[config.mk]
export PLATFORM = sky130hd
export DESIGN_NAME = uart_tx
export DESIGN_NICKNAME = d
export VERILOG_FILES = /design/src/rtl/uart_tx_pkg.sv /design/src/rtl/uart_tx_ctrl.sv /design/src/rtl/uart_tx_datapath.sv /design/src/rtl/uart_tx.sv
export SDC_FILE = /design/constraint.sdc
export NUM_CORES = 1
export LEC_CHECK = 0
export BUFFER_PORTS_ARGS = -buffer_cell sky130_fd_sc_hd__buf_2
export CORE_ASPECT_RATIO = 0.7
export CORE_MARGIN = 4
export CORE_UTILIZATION = 40
export CTS_CLUSTER_SIZE = 28
export DETAILED_ROUTE_END_ITERATION = 10
export PLACE_DENSITY = 0.66
export SLEW_MARGIN = 20
export SYNTH_ARGS = -nofsm -noshare
export SYNTH_HDL_FRONTEND = slang
export SYNTH_HIERARCHICAL = 1
export SYNTH_SLANG_ARGS = --single-unit
export TNS_END_PERCENT = 20
[constraint.sdc]
create_clock -name clk16x -period 3.9 [get_ports clk16x]
set_clock_uncertainty 0.2 [all_clocks]
set_input_delay 0.78 -clock clk16x [delete_from_list [all_inputs] [get_ports clk16x]]
set_output_delay 0.78 -clock clk16x [all_outputs]
set_load 0.02 [all_outputs]
[src/rtl/uart_tx_pkg.sv]
package uart_tx_pkg;
  // Strobes sent from the control to the datapath
  typedef struct packed {
    logic load;   // capture byte and parity into the frame register
    logic shift;  // advance to the next line bit
  } txCtrl_t;
endpackage

[src/rtl/uart_tx_ctrl.sv]
module uart_tx_ctrl
  import uart_tx_pkg::*;
#(
  parameter int OVERSAMPLE = 16,
  parameter int FRAME_BITS = 11
) (
  input  logic    clk16x,
  input  logic    rst,
  input  logic    wrN,
  output txCtrl_t ctrl,
  output logic    busy,
  output logic    txReady
);
  localparam int CNT_W = (OVERSAMPLE > 1) ? $clog2(OVERSAMPLE) : 1;
  localparam int BIT_W = $clog2(FRAME_BITS);
  localparam logic [CNT_W-1:0] TICK_LAST = CNT_W'(OVERSAMPLE - 1);
  localparam logic [BIT_W-1:0] BIT_LAST  = BIT_W'(FRAME_BITS - 1);

  logic             busyQ;
  logic             readyQ;
  logic             wrNPrevQ;
  logic [CNT_W-1:0] tickQ;
  logic [BIT_W-1:0] bitQ;
  logic             writeReq;
  logic             bitEnd;

  // a falling strobe edge, seen only while idle
  assign writeReq = !wrN && wrNPrevQ && !busyQ;
  assign bitEnd   = busyQ && (tickQ == TICK_LAST);

  always_comb begin
    ctrl       = '0;
    ctrl.load  = writeReq;
    ctrl.shift = bitEnd && (bitQ != BIT_LAST);
  end

  always_ff @(posedge clk16x) begin
    if (rst) begin
      busyQ    <= 1'b0;
      readyQ   <= 1'b1;
      wrNPrevQ <= 1'b1;
      tickQ    <= '0;
      bitQ     <= '0;
    end else begin
      wrNPrevQ <= wrN;
      if (writeReq) begin
        busyQ  <= 1'b1;
        readyQ <= 1'b0;
        tickQ  <= '0;
        bitQ   <= '0;
      end else if (busyQ) begin
        if (bitEnd) begin
          tickQ <= '0;
          if (bitQ == BIT_LAST) begin
            busyQ  <= 1'b0;
            readyQ <= 1'b1;
          end else begin
            bitQ <= bitQ + 1'b1;
          end
        end else begin
          tickQ <= tickQ + 1'b1;
        end
      end
    end
  end

  assign busy    = busyQ;
  assign txReady = readyQ;
endmodule

[src/rtl/uart_tx_datapath.sv]
module uart_tx_datapath
  import uart_tx_pkg::*;
#(
  parameter int DATA_BITS = 8
) (
  input  logic                 clk16x,
  input  logic                 rst,
  input  txCtrl_t              ctrl,
  input  logic [DATA_BITS-1:0] wrData,
  input  logic                 paritySel,
  output logic                 txLine
);
  localparam int FRAME_BITS = DATA_BITS + 3;

  logic [FRAME_BITS-1:0] frameQ;
  logic                  parityBit;

  // even: plain XOR; odd: inverted XOR
  assign parityBit = (^wrData) ^ paritySel;

  always_ff @(posedge clk16x) begin
    if (rst) begin
      frameQ <= '1;
    end else if (ctrl.load) begin
      frameQ <= {1'b1, parityBit, wrData, 1'b0};
    end else if (ctrl.shift) begin
      frameQ <= {1'b1, frameQ[FRAME_BITS-1:1]};
    end
  end

  assign txLine = frameQ[0];
endmodule

[src/rtl/uart_tx.sv]
module uart_tx #(
  parameter int DATA_BITS  = 8,
  parameter int OVERSAMPLE = 16
) (
  input  logic                 clk16x,
  input  logic                 rst,
  input  logic                 wrN,
  input  logic [DATA_BITS-1:0] wrData,
  input  logic                 paritySel,
  output logic                 txLine,
  output logic                 busy,
  output logic                 txReady
);
  import uart_tx_pkg::*;
  localparam int FRAME_BITS = DATA_BITS + 3;

  txCtrl_t ctrl;

  uart_tx_ctrl #(
    .OVERSAMPLE(OVERSAMPLE),
    .FRAME_BITS(FRAME_BITS)
  ) u_ctrl (
    .clk16x (clk16x),
    .rst    (rst),
    .wrN    (wrN),
    .ctrl   (ctrl),
    .busy   (busy),
    .txReady(txReady)
  );

  uart_tx_datapath #(
    .DATA_BITS(DATA_BITS)
  ) u_dp (
    .clk16x   (clk16x),
    .rst      (rst),
    .ctrl     (ctrl),
    .wrData   (wrData),
    .paritySel(paritySel),
    .txLine   (txLine)
  );
endmodule

## Word-level counts from Yosys, hierarchy flattened

Index checks and enable logic that the tools add are counted.

| word-level totals | value |
|---|---|
| word-level logic and storage cells | 38 |
| bits of input ports | 12 |
| output and inout port bits | 3 |
| register bits after elaboration | 21 |

| operators by class | value |
|---|---|
| mux-type cells | 11 |
| bitwise operators | 2 |
| equality and inequality tests | 3 |
| add/subtract/negate cells | 2 |
| reduce and logical (&&, ||, !) cells | 14 |

Operators by type and width:

| operator | count |
|---|---|
| $mux 10 | 2 |
| $add 4x1->4 const B | 2 |
| $eq 4x4->1 const B | 2 |
| $mux 1 | 8 |
| $reduce_bool 2->1 | 4 |
| $reduce_xor 8->1 | 1 |
| $reduce_and 3->1 | 2 |
| $logic_and 1x1->1 | 4 |
| $mux 4 | 1 |
| $ne 4x4->1 const B | 1 |
| $logic_not 1->1 | 2 |
| $reduce_or 2->1 | 1 |
| $not 1->1 | 1 |
| $xor 1x1->1 | 1 |

## Longest topological paths before layout

Gate-level depths: netlist of the first run.

| logic depth | value |
|---|---|
| depth in word-level cells | 5 |
| mapped depth | 8 |
| mapped depth without buffers | 7 |

## By module

The synthesis of the first run kept the hierarchy.

Modules (own cells, without submodules):

| module | area each (sq um) | instances | sequential area each (sq um) | cells each |
|---|---|---|---|---|
| uart_tx_datapath | 566.8 | 1 | 200.2 | 49 |
| uart_tx_ctrl | 548.0 | 1 | 220.2 | 60 |

## Least setup slack after synthesis of the first run

Ideal clock, no wire load.

| path | value |
|---|---|
| path kind | input -> register |
| from | input wrN |
| to | register u_dp.frameQ[9] |
| setup time | 0.128 ns |
| cell stages on the path | 6 |
| arrival time | 1.859 ns |
| path slack | 1.713 ns |
| path buffers | 2 |
| data required time | 3.572 ns |
| cells stage by stage | or3b_2 > inv_1 > buf_4 > clkbuf_4 > nor3b_1 > a211oi_1 |

| on the way | value |
|---|---|
| longest elaborated chain between the ends | 4 |
| elaborated cells between the ends (all ways) | 5 |
| those cells by class | mux: 1; reduce/logical: 4 |

RTL lines:

| what | RTL line | text |
|---|---|---|
| start, declared | uart_tx.sv:7 | `input logic wrN,` |
| $logic_not 1->1 (*) | uart_tx_ctrl.sv:28 | `assign writeReq = !wrN && wrNPrevQ && !busyQ;` |
| $logic_and 1x1->1 (*) (2 in series) | uart_tx_ctrl.sv:28 |  |
| named net u_ctrl.writeReq | uart_tx_ctrl.sv:24 | `logic writeReq;` |
| $mux 10 or $reduce_bool 2->1 (tied branches) | -- |  |
| end signal, assigned | uart_tx_datapath.sv:25 | `frameQ <= {1'b1, parityBit, wrData, 1'b0};` |
| end signal, assigned | uart_tx_datapath.sv:27 | `frameQ <= {1'b1, frameQ[FRAME_BITS-1:1]};` |
| end, declared | uart_tx_datapath.sv:15 | `logic [FRAME_BITS-1:0] frameQ;` |

Mark *: on every way through the listed nets, which the timed path passes. The rest lies on a longest branch.
A chain may end at the register's enable or synchronous reset.

==> qor.tcl, run 1 <==
set qor(status) {finished, final reports clean}
set qor(crit_path_max_fanout) 10
set qor(setup.reg_to_reg.worst_slack_ns) 1.44
set qor(cts_root_buffer) {sky130_fd_sc_hd__clkbuf_8}
set qor(number_of_inserted_filler_cells_in_the_final_layout) 254
set qor(drt-initial-drc-count) 30
set qor(post_synth_inst_count) 109
set qor(grt-ovfl-total) 0
set qor(drt-vias-per-instance) 4.99
set qor(worst_slew_margin_rel) 0.442
set qor(holdCritStartpoint) {u_ctrl/txReady}
set qor(post-cts-setup-buffer-count) 0
set qor(grt_max_degree) 16
set qor(power_density_nw_per_um2) 352
set qor(die_w_um) 71.1
set qor(routed_wire_length_per_instance_um) 12.8
set qor(syn-num-nets) 124
set qor(postCtsResizedCells) 0
set qor(max_cap_viol_count) 0
set qor(die_area_um2) 3710
set qor(synth_seq_area_share) 0.377
set qor(grt_antenna_before_repair) 0
set qor(timing.setup.tns_ns) 0
set qor(finalCriticalPeriod_ns) 2.46
set qor(area_used_by_multi_input_combinational_logic_um2) 637
set qor(synth_area_leaders) {sky130_fd_sc_hd__dfxtp_1 38%, sky130_fd_sc_hd__mux2i_1 9.0%, sky130_fd_sc_hd__mux2_1 8.1%}
set qor(initial_utilization) 0.437
set qor(cts.hold.buffers_added) 0
set qor(worst_r2r_startpoint) {u_ctrl/tickQ[0]}
set qor(layout_setup_ws_ns) 1.44
set qor(critPathRequiredTime_ns) 3.85
set qor(area_delta_synth_final_pct) 10.1
set qor(yosys_register_bits) 21
set qor(pre_cts_slack_ns) 1.45
set qor(synth_top_cell_by_area) {sky130_fd_sc_hd__dfxtp_1}
set qor(synth_cell_types) 36
set qor(timing.final.crit_share) 0.631
set qor(final_antenna_net_count) 0
set qor(dp_cells) 151
set qor(final_hold_slack_ns) 0.248
set qor(dr_drc_count) 0
set qor(synth_top_area_share) 0.377
set qor(totalWireLength_um) 1980
set qor(timing_worst_setup_path_type) {reg -> reg}
set qor(hold_path_end) {u_ctrl/txReady}
set qor(crit_arrival_ns) 2.41
set qor(source_to_sink_clock_delay_at_the_later_pin_of_the_worst_skew_pair_ns) 0.26
set qor(synthesis.area_per_instance_um2) 10.2
set qor(tightestPinTransition_ns) 0.834
set qor(rsz_0062_raised_after_global_routing) {false}
set qor(gp_congestion) 0.730
set qor(asyncSetResetFlopFracSynth) 0
set qor(final_cells) 155
set qor(dominantRegCellSynth) {sky130_fd_sc_hd__dfxtp_1}
set qor(die-height_um) 52.2
set qor(global_route_usage_over_all_layers) 0.112
set qor(yosys_warnings) 6
set qor(register_area_um2) 420
set qor(number_of_buffer_cells_added_on_primary_ports) 14
set qor(max-vdd-ir-drop_mv) 0.261
set qor(cts_made_buffers) 3
set qor(io_pins) 15
set qor(timing.hold.worst.class) {reg -> reg}
set qor(placement_rows) 15
set qor(timing.final.hold_violations) 0
set qor(tritoncts) {done}
set qor(critical_path.reg2reg.endpoint) {u_dp/frameQ[4]}
set qor(drive_above_1_share) 0.231
set qor(number_of_global_route_vias_before_repair) 675
set qor(post-route-cell-area_um2) 1230
set qor(cts.reportedPaths.clkPinSlew_ns) 0.07
set qor(via_count) 773
set qor(drv_slew) 0
set qor(max-clock-path-buffers) 2
set qor(category_of_the_worst_setup_path_capture_point) {flop}
set qor(hold-path-cell-count) 2
set qor(startpoint_class_of_the_critical_path) {flop}
set qor(grt_first_pass_wirelength_um) 3210
set qor(dp_hpwl_um) 1410
set qor(power.leakage_nw) 0.468
set qor(dpl-instance-area_um2) 1180
set qor(max_clock_freq_mhz) 406
set qor(post_synth_instance_area_um2) 1110
set qor(synth_enable_flop_cells) 0
set qor(drt-pass1-iter-count) 4
set qor(diodes) 0
set qor(report.final.setup_viol) 0
set qor(h_tree_depth) 1
set qor(design.final.nets) 137
set qor(r2r_cells) 6
set qor(coreArea_um2) 2550
set qor(cts_sinks) 21
==> metal layers <==
| metal | wire [um] | up-vias | global-route usage |
|---|---|---|---|
| li1 | - | 403 | - |
| met1 | 1050 | 360 | 0.150 |
| met2 | 859 | 8 | 0.171 |
| met3 | 65 | 2 | 0.0460 |
| met4 | 6 | 0 | 0.0188 |
| met5 | 0 | - | 0 |
==> cells by family after synthesis <==
group	count (synthesis)	synth area share
and+or+nand+nor	35	0.211
DFF	21	0.377
muxes	18	0.171
AOI/OAI and AO/OA	16	0.0819
buffers and inverters	9	0.0516
xor gates and xnor gates	7	0.0741
adders and majority gates	3	0.0337
==> layout by cell type, fill, tap and decap left out, types with 2 or more instances in the layout <==
cell type                  instances
sky130_fd_sc_hd__o21ai_0           5
sky130_fd_sc_hd__xnor2_1           3
sky130_fd_sc_hd__ha_1              3
sky130_fd_sc_hd__dfxtp_1          21
sky130_fd_sc_hd__mux2_1            8
sky130_fd_sc_hd__or3_2             3
sky130_fd_sc_hd__nand2_1           5
sky130_fd_sc_hd__xor2_1            2
sky130_fd_sc_hd__inv_1             3
sky130_fd_sc_hd__nand3_1           2
sky130_fd_sc_hd__nand2b_1         10
sky130_fd_sc_hd__nor2_1            3
sky130_fd_sc_hd__buf_2            14
sky130_fd_sc_hd__a21oi_1           7
sky130_fd_sc_hd__mux2i_1          10
sky130_fd_sc_hd__clkbuf_8          3
==> through the flow <==
step                 util  total power [mW]
floorplan               -             0.282
global placement    0.463             0.296
detailed placement  0.463             0.297
CTS                 0.481             0.440
global route        0.481             0.459
finish              0.481             0.432
==> worst max path at each step <==
stage / start / endpoint / slack (ns) / cells after the start
after floorplan: wrN / u_dp/frameQ[9] / 1.71 / 6
after global placement: wrN / u_dp/frameQ[9] / 1.50 / 5
after detailed placement: wrN / u_dp/frameQ[9] / 1.45 / 5
after CTS: u_ctrl/tickQ[0] / u_dp/frameQ[5] / 1.41 / 6
after global routing: u_ctrl/bitQ[0] / u_dp/frameQ[3] / 1.25 / 7
final: u_ctrl/tickQ[0] / u_dp/frameQ[4] / 1.44 / 6
==> worst max-delay path, cell delays in order, from the launching register on <==
cell                       delay, ns
sky130_fd_sc_hd__dfxtp_1        0.39
sky130_fd_sc_hd__ha_1           0.29
sky130_fd_sc_hd__nand4_4        0.19
sky130_fd_sc_hd__nor2_1         0.70
sky130_fd_sc_hd__mux2_1         0.38
sky130_fd_sc_hd__mux2i_1        0.14
sky130_fd_sc_hd__nand2b_1       0.07
==> final cells by class <==
type                       instances  area share
clock inverter                     1     0.00408
clock buffer                       3      0.0336
tap                               34      0.0347
inverter                           3     0.00917
timing repair buffer              14      0.0571
sequential                        21       0.343
multi-input combinational         79       0.519
==> where the power goes <==
group          switching (mW)  internal, mW  total, mW  leakage, nW
clock                  0.0687        0.0710      0.140       0.0255
combinational          0.0288        0.0313     0.0601        0.271
sequential            0.00755         0.225      0.232        0.172
==> registers in the layout (all words and copies together), names as in the netlist <==
signal	cells
u_ctrl/busy	1
u_ctrl/wrNPrevQ	1
u_ctrl/bitQ	4
u_ctrl/txReady	1
u_ctrl/tickQ	4
u_dp/frameQ	10
==> Yosys cell counts (3+ instances only) <==
cell type and count:
sky130_fd_sc_hd__dfxtp_1 21, sky130_fd_sc_hd__nor2_1 3, sky130_fd_sc_hd__buf_4 3, sky130_fd_sc_hd__xnor2_1 3, sky130_fd_sc_hd__inv_1 3, sky130_fd_sc_hd__nand2_1 5, sky130_fd_sc_hd__mux2i_1 10, sky130_fd_sc_hd__nand2b_1 10
sky130_fd_sc_hd__or3_2 3, sky130_fd_sc_hd__ha_1 3, sky130_fd_sc_hd__mux2_1 8, sky130_fd_sc_hd__o21ai_0 5, sky130_fd_sc_hd__a21oi_1 7
No activity file was read; power rests on OpenSTA's default activity.
==> run 2: changes to the inputs <==
--- a/config.mk
+++ b/config.mk
@@ -11,7 +11,7 @@
 export CORE_UTILIZATION = 40
 export CTS_CLUSTER_SIZE = 28
 export DETAILED_ROUTE_END_ITERATION = 10
-export PLACE_DENSITY = 0.66
+export PLACE_DENSITY = 0.68
 export SLEW_MARGIN = 20
 export SYNTH_ARGS = -nofsm -noshare
 export SYNTH_HDL_FRONTEND = slang
==> constraint.sdc (replaced) <==
create_clock -name clk16x -period 2.2 [get_ports clk16x]
set_clock_uncertainty 0.2 [all_clocks]
set_input_delay 0.44 -clock clk16x [delete_from_list [all_inputs] [get_ports clk16x]]
set_output_delay 0.44 -clock clk16x [all_outputs]
set_load 0.02 [all_outputs]
==> qor.tcl, run 2 (same netlist as run 1, synthesis figures left out) <==
set qor(dr_drc_count) 0 ;# unchanged
set qor(utilization_of_the_core_after_routing) 0.489 ;# +0.00784
set qor(global_route_usage_over_all_layers) 0.122 ;# +0.0106
set qor(design.final.nets) 139 ;# +1.5%
set qor(timing.final.crit_share) 0.927 ;# +0.296
set qor(grt_max_degree) 16 ;# unchanged
set qor(totalWireLength_um) 2080 ;# +5.2%
set qor(timing.hold.worst.class) {in -> reg}
set qor(report.final.setup_viol) 0 ;# unchanged
set qor(crit_path_max_fanout) 10 ;# unchanged
set qor(power_density_nw_per_um2) 622 ;# +77%
set qor(crit_arrival_ns) 2.00 ;# -0.41 ns
set qor(largest_registers) {u_dp/frameQ (10), u_ctrl/bitQ (4), u_ctrl/tickQ (4)}
set qor(cts_made_buffers) 3 ;# unchanged
set qor(drv_slew) 0 ;# unchanged
set qor(final_cell_mix) {21 x sky130_fd_sc_hd__dfxtp_1, 14 x sky130_fd_sc_hd__buf_2, 10 x sky130_fd_sc_hd__nand2b_1, 10 x sky130_fd_sc_hd__mux2i_1, 8 x sky130_fd_sc_hd__mux2_1}
set qor(finalCriticalPeriod_ns) 2.04 ;# -0.422 ns
set qor(die_area_um2) 3710 ;# unchanged
set qor(timing.setup.tns_ns) 0 ;# unchanged
set qor(number_of_global_route_vias_before_repair) 761 ;# +13%
set qor(status) {finished, final reports clean}
set qor(die_w_um) 71.1 ;# unchanged
set qor(timing.final.hold_violations) 0 ;# unchanged
set qor(postCtsResizedCells) 0 ;# unchanged
set qor(grt_first_pass_wirelength_um) 3480 ;# +8.4%
set qor(final_hold_slack_ns) 0.198 ;# -0.0495 ns
set qor(dp_hpwl_um) 1540 ;# +9.1%
set qor(dp_cells) 153 ;# +1.3%
set qor(max-clock-path-buffers) 2 ;# unchanged
set qor(gp_congestion) 0.674 ;# -7.7%
set qor(area_delta_synth_final_pct) 11.9
set qor(source_to_sink_clock_delay_at_the_later_pin_of_the_worst_skew_pair_ns) 0.26 ;# about the same
set qor(rsz_0062_raised_after_global_routing) {false}
set qor(drt-pass1-iter-count) 4 ;# unchanged
set qor(routed_wire_length_per_instance_um) 13.3 ;# +3.9%
set qor(diodes) 0 ;# unchanged
set qor(largest_register) {u_dp/frameQ}
set qor(startpoint_class_of_the_critical_path) {flop}
set qor(tightestPinTransition_ns) 0.353 ;# -0.481 ns
set qor(cts.hold.buffers_added) 0 ;# unchanged
set qor(post-cts-setup-buffer-count) 0 ;# unchanged
set qor(die-height_um) 52.2 ;# unchanged
set qor(category_of_the_worst_setup_path_capture_point) {flop}
set qor(number_of_inserted_filler_cells_in_the_final_layout) 264 ;# +3.9%
set qor(number_of_buffer_cells_added_on_primary_ports) 14 ;# unchanged
set qor(h_tree_depth) 1 ;# unchanged
set qor(io_pins) 15 ;# unchanged
set qor(max-vdd-ir-drop_mv) 0.386 ;# +48%
set qor(number_of_flip_flops_in_the_largest_register) 10 ;# unchanged
set qor(cts.reportedPaths.clkPinSlew_ns) 0.08 ;# about the same
set qor(timing_worst_setup_path_type) {reg -> reg}
set qor(critPathRequiredTime_ns) 2.16 ;# -1.69 ns
set qor(drt-vias-per-instance) 4.96 ;# -0.51%
set qor(initial_utilization) 0.437 ;# unchanged
set qor(max_cap_viol_count) 0 ;# unchanged
set qor(via_count) 779 ;# +0.78%
set qor(tritoncts) {done}
set qor(max_clock_freq_mhz) 490 ;# +21%
set qor(final_cells) 157 ;# +1.3%
set qor(drive_above_1_share) 0.252 ;# +0.0206
set qor(final_antenna_net_count) 0 ;# unchanged
set qor(cts_sinks) 21 ;# unchanged
set qor(mostFrequentLayoutCell) {sky130_fd_sc_hd__dfxtp_1}
set qor(grt_antenna_before_repair) 0 ;# unchanged
set qor(cts_root_buffer) {sky130_fd_sc_hd__clkbuf_8}
set qor(worst_slew_margin_rel) 0.764 ;# +0.322
set qor(power.leakage_nw) 0.472 ;# +0.82%
set qor(placement_rows) 15 ;# unchanged
set qor(grt-ovfl-total) 0 ;# unchanged
set qor(drt-initial-drc-count) 40 ;# +33%
set qor(coreArea_um2) 2550 ;# unchanged
## run 2: changes by cell type in the layout (fill, tap and decap cells not counted), sizes merged
cell and delta:
clkinv -1, buf +2, clkinvlp +1
## run 2: area by class of cell
type | instances | area (um^2) | share of cell area
well taps | 34 | 42.5 | 0.0341
multi-input cells | 79 | 639 | 0.513
clock buffers | 3 | 41.3 | 0.0331
flip-flops and latches | 21 | 420 | 0.337
clock inverters | 1 | 7.51 | 0.00602
inverters | 3 | 11.3 | 0.00903
repair buffers | 16 | 85.1 | 0.0682
## run 2: layer usage
metal | wire, um | up-vias | global-route usage
li1 | - | 407 | -
met4 | 13 | 0 | 0.0281
met2 | 950 | 6 | 0.192
met3 | 63 | 2 | 0.0402
met1 | 1050 | 364 | 0.164
met5 | 0 | - | 0
## run 2: worst paths after layout
kind                       start               to  slack (ns)  depth (start not counted)
hold reg to reg   u_ctrl/txReady   u_ctrl/txReady        0.25                          2
setup reg to reg  u_ctrl/bitQ[0]   u_dp/frameQ[6]        0.16                          8
hold / removal               wrN  u_ctrl/wrNPrevQ        0.20                          2
setup / recovery  u_ctrl/bitQ[0]   u_dp/frameQ[6]        0.16                          8
## run 2: stage by stage
| stage | instance area (um^2) | setup slack (ns) | power, mW |
|---|---|---|---|
| floorplan | 1110 | 0.222 | 0.500 |
| global placement | 1200 | 0.220 | 0.527 |
| detailed placement | 1200 | 0.185 | 0.530 |
| CTS | 1240 | 0.154 | 0.785 |
| global route | 1250 | 0.0337 | 0.817 |
| finish | 1250 | 0.160 | 0.776 |
## run 2: where the power goes
part | internal, mW | switching (mW) | total (mW)
Combinational | 0.0572 | 0.0515 | 0.109
Clock | 0.128 | 0.126 | 0.254
Sequential | 0.399 | 0.0142 | 0.413
Total | 0.584 | 0.192 | 0.776
## run 2: critical path, cell delays in order, from the launching register on
cell and delay [ns]:
sky130_fd_sc_hd__dfxtp_1 0.40, sky130_fd_sc_hd__inv_1 0.06, sky130_fd_sc_hd__ha_1 0.18, sky130_fd_sc_hd__and3b_1 0.24, sky130_fd_sc_hd__nor2_1 0.11, sky130_fd_sc_hd__buf_4 0.20, sky130_fd_sc_hd__mux2_1 0.35, sky130_fd_sc_hd__mux2i_1 0.14
sky130_fd_sc_hd__nand2b_1 0.07
==> run 3: changes to the inputs <==
--- a/config.mk
+++ b/config.mk
@@ -11,7 +11,7 @@
 export CORE_UTILIZATION = 40
 export CTS_CLUSTER_SIZE = 28
 export DETAILED_ROUTE_END_ITERATION = 10
-export PLACE_DENSITY = 0.68
+export PLACE_DENSITY = 0.66
 export SLEW_MARGIN = 20
 export SYNTH_ARGS = -nofsm -noshare
 export SYNTH_HDL_FRONTEND = slang
==> constraint.sdc (replaced) <==
create_clock -name clk16x -period 1.95 [get_ports clk16x]
set_clock_uncertainty 0.2 [all_clocks]
set_input_delay 0.39 -clock clk16x [delete_from_list [all_inputs] [get_ports clk16x]]
set_output_delay 0.39 -clock clk16x [all_outputs]
set_load 0.02 [all_outputs]
==> qor.tcl, run 3 (same netlist as run 1, synthesis figures left out) <==
set qor(placement_rows) 15 ;# unchanged
set qor(crit_arrival_ns) 1.86 ;# -0.14 ns
set qor(critical_path.reg2reg.endpoint) {u_dp/frameQ[6]}
set qor(dp_cells) 161 ;# +5.2%
set qor(timing.final.hold_violations) 0 ;# unchanged
set qor(post-route-cell-area_um2) 1330 ;# +6.9%
set qor(grt-ovfl-total) 0 ;# unchanged
set qor(final_hold_slack_ns) 0.149 ;# -0.0486 ns
set qor(final_cells) 167 ;# +6.4%
set qor(via_count) 846 ;# +8.6%
set qor(final_antenna_net_count) 0 ;# unchanged
set qor(largest_register) {u_dp/frameQ}
set qor(dr_drc_count) 0 ;# unchanged
set qor(die_w_um) 71.1 ;# unchanged
set qor(cts_made_buffers) 3 ;# unchanged
set qor(finalCriticalPeriod_ns) 1.91 ;# -0.131 ns
set qor(timing_worst_setup_path_type) {reg -> reg}
set qor(utilization_of_the_core_after_routing) 0.523 ;# +0.0338
set qor(source_to_sink_clock_delay_at_the_later_pin_of_the_worst_skew_pair_ns) 0.25 ;# about the same
set qor(mostFrequentLayoutCell) {sky130_fd_sc_hd__dfxtp_1}
set qor(holdCritStartpoint) {wrN}
set qor(tightestPinTransition_ns) 0.364 ;# +0.0109 ns
set qor(hold-path-cell-count) 2 ;# unchanged
set qor(grt_antenna_before_repair) 0 ;# unchanged
set qor(h_tree_depth) 1 ;# unchanged
set qor(grt_first_pass_wirelength_um) 3730 ;# +7.3%
set qor(die_area_um2) 3710 ;# unchanged
set qor(timing.final.crit_share) 0.979 ;# +0.0519
set qor(design.final.nets) 149 ;# +7.2%
set qor(totalWireLength_um) 2260 ;# +8.6%
set qor(number_of_global_route_vias_before_repair) 843 ;# +11%
set qor(worst_slew_margin_rel) 0.757 ;# -0.00696
set qor(die-height_um) 52.2 ;# unchanged
set qor(number_of_flip_flops_in_the_largest_register) 10 ;# unchanged
set qor(final_cell_mix) {20 x sky130_fd_sc_hd__dfxtp_1, 14 x sky130_fd_sc_hd__buf_2, 10 x sky130_fd_sc_hd__buf_4, 10 x sky130_fd_sc_hd__nand2b_1, 10 x sky130_fd_sc_hd__mux2i_1}
set qor(crit_path_max_incr_delay_ns) 0.33 ;# -0.07 ns
set qor(rsz_0062_raised_after_global_routing) {true}
set qor(drt-pass1-iter-count) 4 ;# unchanged
set qor(layout_setup_ws_ns) 0.0411 ;# -0.119 ns
set qor(cts_root_buffer) {sky130_fd_sc_hd__clkbuf_8}
set qor(comb_power_share) 0.153 ;# +0.013
set qor(status) {finished, final reports clean}
set qor(pre_cts_slack_ns) 0.0734 ;# -0.112 ns
set qor(area_delta_synth_final_pct) 19.6
set qor(drt-vias-per-instance) 5.07 ;# +2.1%
set qor(largest_registers) {u_dp/frameQ (10), u_ctrl/bitQ (4), u_ctrl/tickQ (4)}
set qor(cts.hold.buffers_added) 0 ;# unchanged
set qor(p_clk_frac) 0.316 ;# -0.012
set qor(dpl-instance-area_um2) 1260 ;# +5.0%
set qor(drive_above_1_share) 0.316 ;# +0.0638
set qor(grt_max_degree) 16 ;# unchanged
set qor(initial_utilization) 0.437 ;# unchanged
set qor(category_of_the_worst_setup_path_capture_point) {flop}
set qor(power.leakage_nw) 0.531 ;# +12%
set qor(crit_path_max_fanout) 5 ;# -5
set qor(drt-initial-drc-count) 20 ;# -50%
set qor(number_of_buffer_cells_added_on_primary_ports) 14 ;# unchanged
set qor(power.share.sequential) 0.530 ;# -0.002
set qor(dp_hpwl_um) 1700 ;# +10%
set qor(gp_congestion) 0.787 ;# +17%
set qor(setup.reg_to_reg.worst_slack_ns) 0.04 ;# -0.12 ns
set qor(routed_wire_length_per_instance_um) 13.5 ;# +2.1%
set qor(timing.hold.worst.class) {in -> reg}
set qor(critPathRequiredTime_ns) 1.90 ;# -0.26 ns
set qor(diodes) 0 ;# unchanged
set qor(max_clock_freq_mhz) 524 ;# +6.8%
set qor(report.final.setup_viol) 0 ;# unchanged
set qor(crit_chain) {inv_1 > ha_1 > and3b_2 > nor2_4 > buf_6 > mux2_1 > mux2i_1 > nand2b_1}
set qor(power_switching_share) 0.237 ;# -0.0104
set qor(crit_slowest_cell) {sky130_fd_sc_hd__dfxtp_2}
set qor(tritoncts) {done}
set qor(hold_path_end) {u_ctrl/wrNPrevQ}
set qor(max-clock-path-buffers) 2 ;# unchanged
set qor(coreArea_um2) 2550 ;# unchanged
set qor(worst_r2r_startpoint) {u_ctrl/bitQ[0]}
set qor(drv_slew) 0 ;# unchanged
set qor(r2r_cells) 8 ;# unchanged
set qor(p_int_mw) 0.665 ;# +14%
set qor(power_spent_charging_and_discharging_nets_mw) 0.207 ;# +7.7%
set qor(io_pins) 15 ;# unchanged
set qor(cts.reportedPaths.clkPinSlew_ns) 0.07 ;# about the same
set qor(max-vdd-ir-drop_mv) 0.399 ;# +3.3%
set qor(power_density_nw_per_um2) 654 ;# +5.2%
set qor(startpoint_class_of_the_critical_path) {flop}
set qor(global_route_usage_over_all_layers) 0.129 ;# +0.00700
set qor(max_cap_viol_count) 0 ;# unchanged
set qor(cts_sinks) 21 ;# unchanged
-- run 3: repair_timing --
action                                  in CTS  in global routing
gates resized for setup                      0                  7
buffers inserted                             0                  1
endpoints found under the setup margin       0                  8
-- run 3: power groups by stage --
stage	Clock, mW	Combinational, mW	Sequential [mW]
floorplan	0	0.0926	0.474
global placement	0	0.128	0.470
detailed placement	0	0.134	0.472
CTS	0.290	0.135	0.462
global route	0.309	0.148	0.465
finish	0.276	0.134	0.463
-- run 3: worst max path at each step --
| stage | from | to |
|---|---|---|
| detailed placement | u_ctrl/bitQ[0] | u_dp/frameQ[4] |
| floorplan | u_ctrl/busy | u_dp/frameQ[9] |
| CTS | u_ctrl/bitQ[0] | u_dp/frameQ[4] |
| global route | u_ctrl/bitQ[0] | u_dp/frameQ[7] |
| finish | u_ctrl/bitQ[0] | u_dp/frameQ[6] |
| global placement | u_ctrl/bitQ[0] | u_dp/frameQ[8] |
-- run 3: cell type report --
type	instances	area, um^2
Clock buffer	4	45.0
Fill cell	250	1220
Inverter	3	11.3
Multi-Input combinational cell	79	646
Sequential cell	21	422
Tap cell	34	42.5
Timing Repair Buffer	26	168
-- run 3: layer usage --
metal	vias up	global-route usage	share of wire
li1	428	-	-
met3	2	0.0383	0.028
met5	-	0	0
met2	11	0.231	0.50
met4	0	0.0406	0.0097
met1	405	0.151	0.46
-- run 3: stage by stage --
step | power [mW] | setup TNS, ns
after floorplan | 0.566 | 0
after global placement | 0.598 | 0
after detailed placement | 0.606 | 0
after CTS | 0.887 | 0
after global routing | 0.922 | -0.0826
final | 0.872 | 0
-- run 3: critical path: cells and delay by family, from the launching register on --
family / cells / cell delay [ns]
multiplexers: 2 / 0.46
AND/OR/NAND/NOR: 3 / 0.43
flip-flops: 1 / 0.33
adder cells (fa/ha/maj): 1 / 0.19
buffers and inverters: 2 / 0.18
